==> config.mk <==
export PLATFORM = sky130hd
export DESIGN_NAME = strb_lane_gen
export DESIGN_NICKNAME = d
export VERILOG_FILES = /design/src/rtl/strb_lane_pkg.sv /design/src/rtl/strb_beat_align.sv /design/src/rtl/strb_lane_mask.sv /design/src/rtl/strb_beat_reg.sv /design/src/rtl/strb_lane_gen.sv
export SDC_FILE = /design/constraint.sdc
export NUM_CORES = 1
export LEC_CHECK = 0
export CAP_MARGIN = 10
export CORE_MARGIN = 2
export CORE_UTILIZATION = 40
export CTS_CLUSTER_DIAMETER = 150
export CTS_CLUSTER_SIZE = 25
export DETAILED_ROUTE_END_ITERATION = 12
export DONT_BUFFER_PORTS = 1
export GPL_ROUTABILITY_DRIVEN = 0
export MAX_ROUTING_LAYER = met4
export PLACE_DENSITY = 0.52
export SYNTH_ARGS = -nofsm -noshare
export SYNTH_HDL_FRONTEND = slang
export SYNTH_HIERARCHICAL = 1
export SYNTH_SLANG_ARGS = --single-unit
export TNS_END_PERCENT = 20
==> constraint.sdc <==
create_clock -name clk -period 1.9 [get_ports clk]
set_input_delay 0.38 -clock clk [delete_from_list [all_inputs] [get_ports clk]]
set_output_delay 0.38 -clock clk [all_outputs]
set_load 0.01 [all_outputs]
==> src/rtl/strb_lane_pkg.sv <==
package strb_lane_pkg;

    localparam int unsigned SIZE_W = 3;

    typedef logic [SIZE_W-1:0] size_code_t;

    typedef enum logic [SIZE_W-1:0] {
        SZ_1B   = 3'd0,
        SZ_2B   = 3'd1,
        SZ_4B   = 3'd2,
        SZ_8B   = 3'd3,
        SZ_16B  = 3'd4,
        SZ_32B  = 3'd5,
        SZ_64B  = 3'd6,
        SZ_128B = 3'd7
    } beat_size_e;

    // Number of lane-index bits for a bus of the given byte width.
    function automatic int unsigned lane_bits(input int unsigned bus_bytes);
        return $clog2(bus_bytes);
    endfunction

    // A size code is legal when the beat fits within the bus.
    function automatic logic size_fits(input size_code_t code, input int unsigned lw);
        return int'(code) <= int'(lw);
    endfunction

endpackage

==> src/rtl/strb_beat_align.sv <==
module strb_beat_align
    import strb_lane_pkg::*;
#(
    parameter int unsigned LANE_W = 3
) (
    input  logic [LANE_W-1:0] lane_addr,
    input  size_code_t        size,
    output logic [LANE_W-1:0] beat_base,
    output logic [LANE_W-1:0] beat_top,
    output logic              size_bad
);

    // Bits below the beat size: misalignment field within the beat.
    logic [LANE_W-1:0] low_mask;

    generate
        for (genvar j = 0; j < int'(LANE_W); j++) begin : g_low
            assign low_mask[j] = (size > SIZE_W'(j));
        end
    endgenerate

    assign size_bad  = !size_fits(size, LANE_W);
    assign beat_base = lane_addr & ~low_mask;
    assign beat_top  = beat_base | low_mask;

endmodule

==> src/rtl/strb_lane_mask.sv <==
module strb_lane_mask #(
    parameter int unsigned BUS_BYTES = 8,
    parameter int unsigned LANE_W    = 3
) (
    input  logic [LANE_W-1:0]    lane_addr,
    input  logic [LANE_W-1:0]    beat_top,
    input  logic                 size_bad,
    output logic [BUS_BYTES-1:0] mask
);

    // Each lane enables itself when it lies between the start byte
    // and the last byte of the aligned beat window.
    generate
        for (genvar i = 0; i < int'(BUS_BYTES); i++) begin : g_lane
            localparam logic [LANE_W-1:0] IDX = LANE_W'(i);
            assign mask[i] = !size_bad && (IDX >= lane_addr) && (IDX <= beat_top);
        end
    endgenerate

endmodule

==> src/rtl/strb_beat_reg.sv <==
module strb_beat_reg #(
    parameter int unsigned W = 12
) (
    input  logic         clk,
    input  logic         rst,
    input  logic         d_vld,
    input  logic [W-1:0] d,
    output logic         q_vld,
    output logic [W-1:0] q
);

    always_ff @(posedge clk) begin
        if (rst) begin
            q_vld <= 1'b0;
            q     <= '0;
        end else begin
            q_vld <= d_vld;
            q     <= d_vld ? d : '0;
        end
    end

endmodule

==> src/rtl/strb_lane_gen.sv <==
module strb_lane_gen
    import strb_lane_pkg::*;
#(
    parameter int unsigned ADDR_W    = 32,
    parameter int unsigned BUS_BYTES = 8,
    localparam int unsigned LANE_W   = $clog2(BUS_BYTES)
) (
    input  logic                 clk,
    input  logic                 rst,
    input  logic                 beat_vld,
    input  logic [ADDR_W-1:0]    beat_addr,
    input  logic [2:0]           beat_size,
    output logic                 lane_vld,
    output logic [BUS_BYTES-1:0] lane_strb,
    output logic [LANE_W-1:0]    lane_ofs,
    output logic                 size_bad
);

    typedef struct packed {
        logic                 bad;
        logic [LANE_W-1:0]    ofs;
        logic [BUS_BYTES-1:0] strb;
    } lane_beat_t;

    localparam int unsigned BEAT_W = $bits(lane_beat_t);

    logic [LANE_W-1:0]    lane_addr;
    logic [LANE_W-1:0]    beat_base;
    logic [LANE_W-1:0]    beat_top;
    logic                 bad_c;
    logic [BUS_BYTES-1:0] mask_c;
    lane_beat_t           beat_d;
    lane_beat_t           beat_q;
    logic                 unused_hi_addr;

    assign lane_addr      = beat_addr[LANE_W-1:0];
    assign unused_hi_addr = ^beat_addr[ADDR_W-1:LANE_W];

    strb_beat_align #(.LANE_W(LANE_W)) u_align (
        .lane_addr (lane_addr),
        .size      (size_code_t'(beat_size)),
        .beat_base (beat_base),
        .beat_top  (beat_top),
        .size_bad  (bad_c)
    );

    strb_lane_mask #(.BUS_BYTES(BUS_BYTES), .LANE_W(LANE_W)) u_mask (
        .lane_addr (lane_addr),
        .beat_top  (beat_top),
        .size_bad  (bad_c),
        .mask      (mask_c)
    );

    always_comb begin
        beat_d.bad  = bad_c;
        beat_d.ofs  = bad_c ? '0 : beat_base;
        beat_d.strb = mask_c;
    end

    strb_beat_reg #(.W(BEAT_W)) u_reg (
        .clk   (clk),
        .rst   (rst),
        .d_vld (beat_vld),
        .d     (beat_d),
        .q_vld (lane_vld),
        .q     (beat_q)
    );

    assign lane_strb = beat_q.strb;
    assign lane_ofs  = beat_q.ofs;
    assign size_bad  = beat_q.bad;

endmodule

Word level (Yosys, flattened, before mapping) --
Index checks and enable logic that the tools add are counted.
Cells by class: magnitude comparators 20, bitwise logic cells 5, reductions and logical operators 19
Operator list (count):
- logical AND 1 bit | 16
- >= comparator 3 bit (first input constant) | 4
- <= comparator 3 bit (first input constant) | 4
- >= comparator 1 x 3 -> 1 bit (first input constant) | 2
- >= comparator 2 x 3 -> 1 bit (first input constant) | 2
- > comparator 3 x 1 -> 1 bit (second input constant) | 2
- <= comparator 1 x 3 -> 1 bit (first input constant) | 2
- <= comparator 2 x 3 -> 1 bit (first input constant) | 2
- AND 3 bit | 1
- > comparator 3 x 2 -> 1 bit (second input constant) | 1
- <= comparator 3 x 2 -> 1 bit (second input constant) | 1
- inverter 3 bit | 1
- bitwise OR 3 bit | 1
- OR reduction 3 bit | 1
- inverter 1 bit | 2
- OR reduction 2 bit | 1
- logical NOT 1 bit | 1
Storage, ports and cells: bits in registers 13, input port bits 38, output and inout bits 13

Logic depth before layout (Yosys ltp) --
depth in word-level cells 6, mapped depth 5, mapped depth without buffers 5

By module --
The synthesis kept the hierarchy.
Modules (own cells, without submodules):
- strb_beat_reg | times used 1, cells each 28, area each 387.9 um^2
- strb_lane_mask | times used 1, cells each 15, area each 101.3 um^2
- strb_beat_align | times used 1, cells each 8, area each 52.6 um^2
- strb_lane_gen | times used 1, cells each 3, area each 18.8 um^2

Worst setup path after synthesis --
OpenSTA, ideal clock, no wires.
kind input -> register, from in beat_size[2], to reg u_reg.q[1], arrival time 1.335 ns, path slack 0.450 ns, cell stages on the path 4, buffers on the path 0, cells stage by stage or3_2 -> nor2_1 -> a2111oi_2 -> and3b_1
RTL lines:
- start: declaration | line strb_lane_gen.sv:12 | input logic [2:0] beat_size,
- end signal: assignment | line strb_beat_reg.sv:18 | q <= d_vld ? d : '0;
- end: declaration | line strb_beat_reg.sv:9 | output logic [W-1:0] q

==> key figures <==
Run status
  – Outcome: finished clean

Cells and area
  – Multi-input combinational cell area: around 270 um2
  – # fillers: approximately 130
  – NumNets Final: 94
  – Seq. cell area: roughly 260 um2
  – Share of cells above drive strength 1: 10.91%
  – Area Overhead vs Synth: 4.464%
  – ANT cells: 0

Die
  – Number of I/O pins: 51
  – # rows: 13
  – Initial Utilization: 43.08%
  – Die Y: a little over 40 um
  – Die X-Extent: about 41 um
  – Core ar.: 1301 um2
  – Die ar.: 1717 um2

Clocking
  – Clock sinks: 13
  – Cts repair resizes: 0
  – Bufs on Longest Clock Path: 2
  – CTS tree: done
  – Post-CTS Setup Bufs: 0
  – Clock transition at path regs: 0.08 ns
  – H-tree depth: 1
  – Num CTS Buffers: 3
  – Clock root buffer: clkbuf_4
  – CTS Hold Bufs: 0

Pwr
  – Static Leak: roughly 0.27 nW
  – Max VDD drop: 0.2350 mV
  – Power density over the cells: roughly 810 nW/um2

Synth
  – Distinct cells, synth: 22
  – Synth Area per Inst: 10.38 um2
  – Post-synth top area cell: dfxtp_1
  – Fraction of registers with async set or reset after synthesis: 0%
  – Top cells by area, synth: dfxtp_1, and3b_1, a2111oi_2
  – Share of the synthesized area in the top cell type: between 40 and 50%
  – Syn Nets: 92
  – Seq/Total Area, Yosys: 46.43%
  – Number of synthesized flops with an enable pin: 0
  – Synth warn: 6
  – Flops & latches, synth: 13
  – Mapped Area: roughly 560 um2
  – Synth Instances: 54
  – Main flop type after synthesis: dfxtp_1

Global routing
  – Initial antenna violation count: 0
  – Grt met3 use: 6.522%
  – GRT Total Usage: 13.30%
  – Pin count of the biggest net entering global routing: 17
  – Met2 Usage GRT: about 18%
  – Vias in the first global route: approximately 380
  – GRT overflow: 0
  – GR peak layer: met2
  – GR Layer Usage met1: 15.41%
  – First-pass GRT wire length: 1.676 mm

Worst setup path
  – Crit-path max cell delay: 0.51 ns
  – Buf/Inv on CP: 0
  – Worst Path Arrival: between 1 and 1.5 ns
  – Slowest stage cell, crit path: or3_2
  – Top cell family by delay on the critical path: simple AND/OR/NAND/NOR gates
  – Worst Path Max Fanout: 16
  – WP data required: between 2 and 2.5 ns
  – Kind of critical path: in2reg
  – Cell-by-cell trace of the critical path: or3_2, nor2_1, a2111oi_2, and3b_1
  – CP Launch Type: input pin
  – CP Capture Type: flop

STA
  – Max Clock Freq: 0.8096 GHz
  – Worst hold slack: 0.1716 ns
  – Unrepaired setup endpoints after global routing: false
  – Period utilisation layout: 65.01%
  – Slew @ Worst Pin: 0.3160 ns
  – Post-layout worst setup margin: 0.6648 ns
  – TNS Setup: 0 ns
  – Slew HR: 78.88%
  – Tmin final: 1.235 ns
  – Endpoints failing hold: 0
  – Final Max Slew Viols: 0
  – Final setup viols: 0

Route
  – Initial drt markers: 3
  – Antenna viol nets, final: 0
  – Residual DRC count: 0
  – Drt wl/cell: 14.13 um
  – WL final: about 990 um
  – Initial DRT Pass Iterations: 2
  – Vias/cell: about 5.6
  – Vias: just under 400

Flow run
  – Max-cap violations: 0

Placement
  – HPWL Detailed: 771.6 um
  – # port buffers: 0
  – DP Worst Slack: 0.3802 ns

Min path
  – Hold Crit Class: in2reg
==> synth_stat cells, types with 2 or more instances <==
cell type,number
a2111oi_2,2
a21oi_1,2
and3b_1,12
dfxtp_1,13
inv_1,2
nor2_1,3
nor2b_1,4
nor3_1,2
==> per-layer routing <==
layer	part of all wire, %	vias up
met1	44	174
met2	46	20
li1	-	198
met3	8.1	2
met4	2.0	0
met5	0	-
==> stage by stage <==
step / instance area (um2) / util [%] / std cells / total power [mW]
after floorplan: 560.5 / - / 54 / 0.3244
after global placement: 559.3 / 42.98 / 66 / 0.3196
after detailed placement: 559.3 / 42.98 / 66 / 0.3206
after CTS: 585.6 / 45.00 / 70 / 0.4825
after global routing: 585.6 / 45.00 / 70 / 0.4956
final: 585.6 / 45.00 / 70 / 0.4734
==> layout make-up <==
type                       count  area share (%)
multi-input combinational     36           46.58
tap                           15           3.205
inverter                       2           1.282
sequential                    13           44.44
clock buffer                   4           4.487
==> worst paths after layout <==
path	endpoint	slack, ns	startpoint	cells past startpoint
worst min-delay path	u_reg/q_vld$_SDFF_PP0_	0.17	rst	1
worst max-delay path	u_reg/q[1]$_SDFF_PP0_	0.66	beat_size[2]	4
==> kinds of logic (layout without fill, tap and decap cells) <==
group	count (synthesis)	after routing	synth area share, %
buffers and inverters	5	6	4.910
DFF	13	13	46.43
and+or+nand+nor	29	29	37.28
AOI/OAI and AO/OA	7	7	11.39
==> layout by cell type (no fill, tap or decap) <==
cell        n
nand3b_1    1
dfxtp_1    13
and2_1      1
a31oi_1     1
nor4b_1     1
nor2_1      3
a21oi_1     2
or4_1       1
clkbuf_4    3
o21a_1      1
nor3b_1     1
a2111oi_2   2
inv_1       2
nor2b_1     4
and3b_1    12
nand2b_1    1
clkbuf_1    1
a2111oi_1   1
nor3_1      2
or3_2       1
nor4_1      1
==> report_power, final <==
group | leakage, nW | switching [mW] | internal (mW) | total, mW
combinational | 0.145 | 0.0103 | 0.0179 | 0.0282
clock | 0.0150 | 0.0784 | 0.0812 | 0.160
sequential | 0.106 | 0.00603 | 0.280 | 0.286
==> flip-flops by register name, summed over array words and instances, names as in the netlist <==
name	cells
u_reg/q	12
u_reg/q_vld	1
Note: power is estimated with default switching activity, not from simulation.
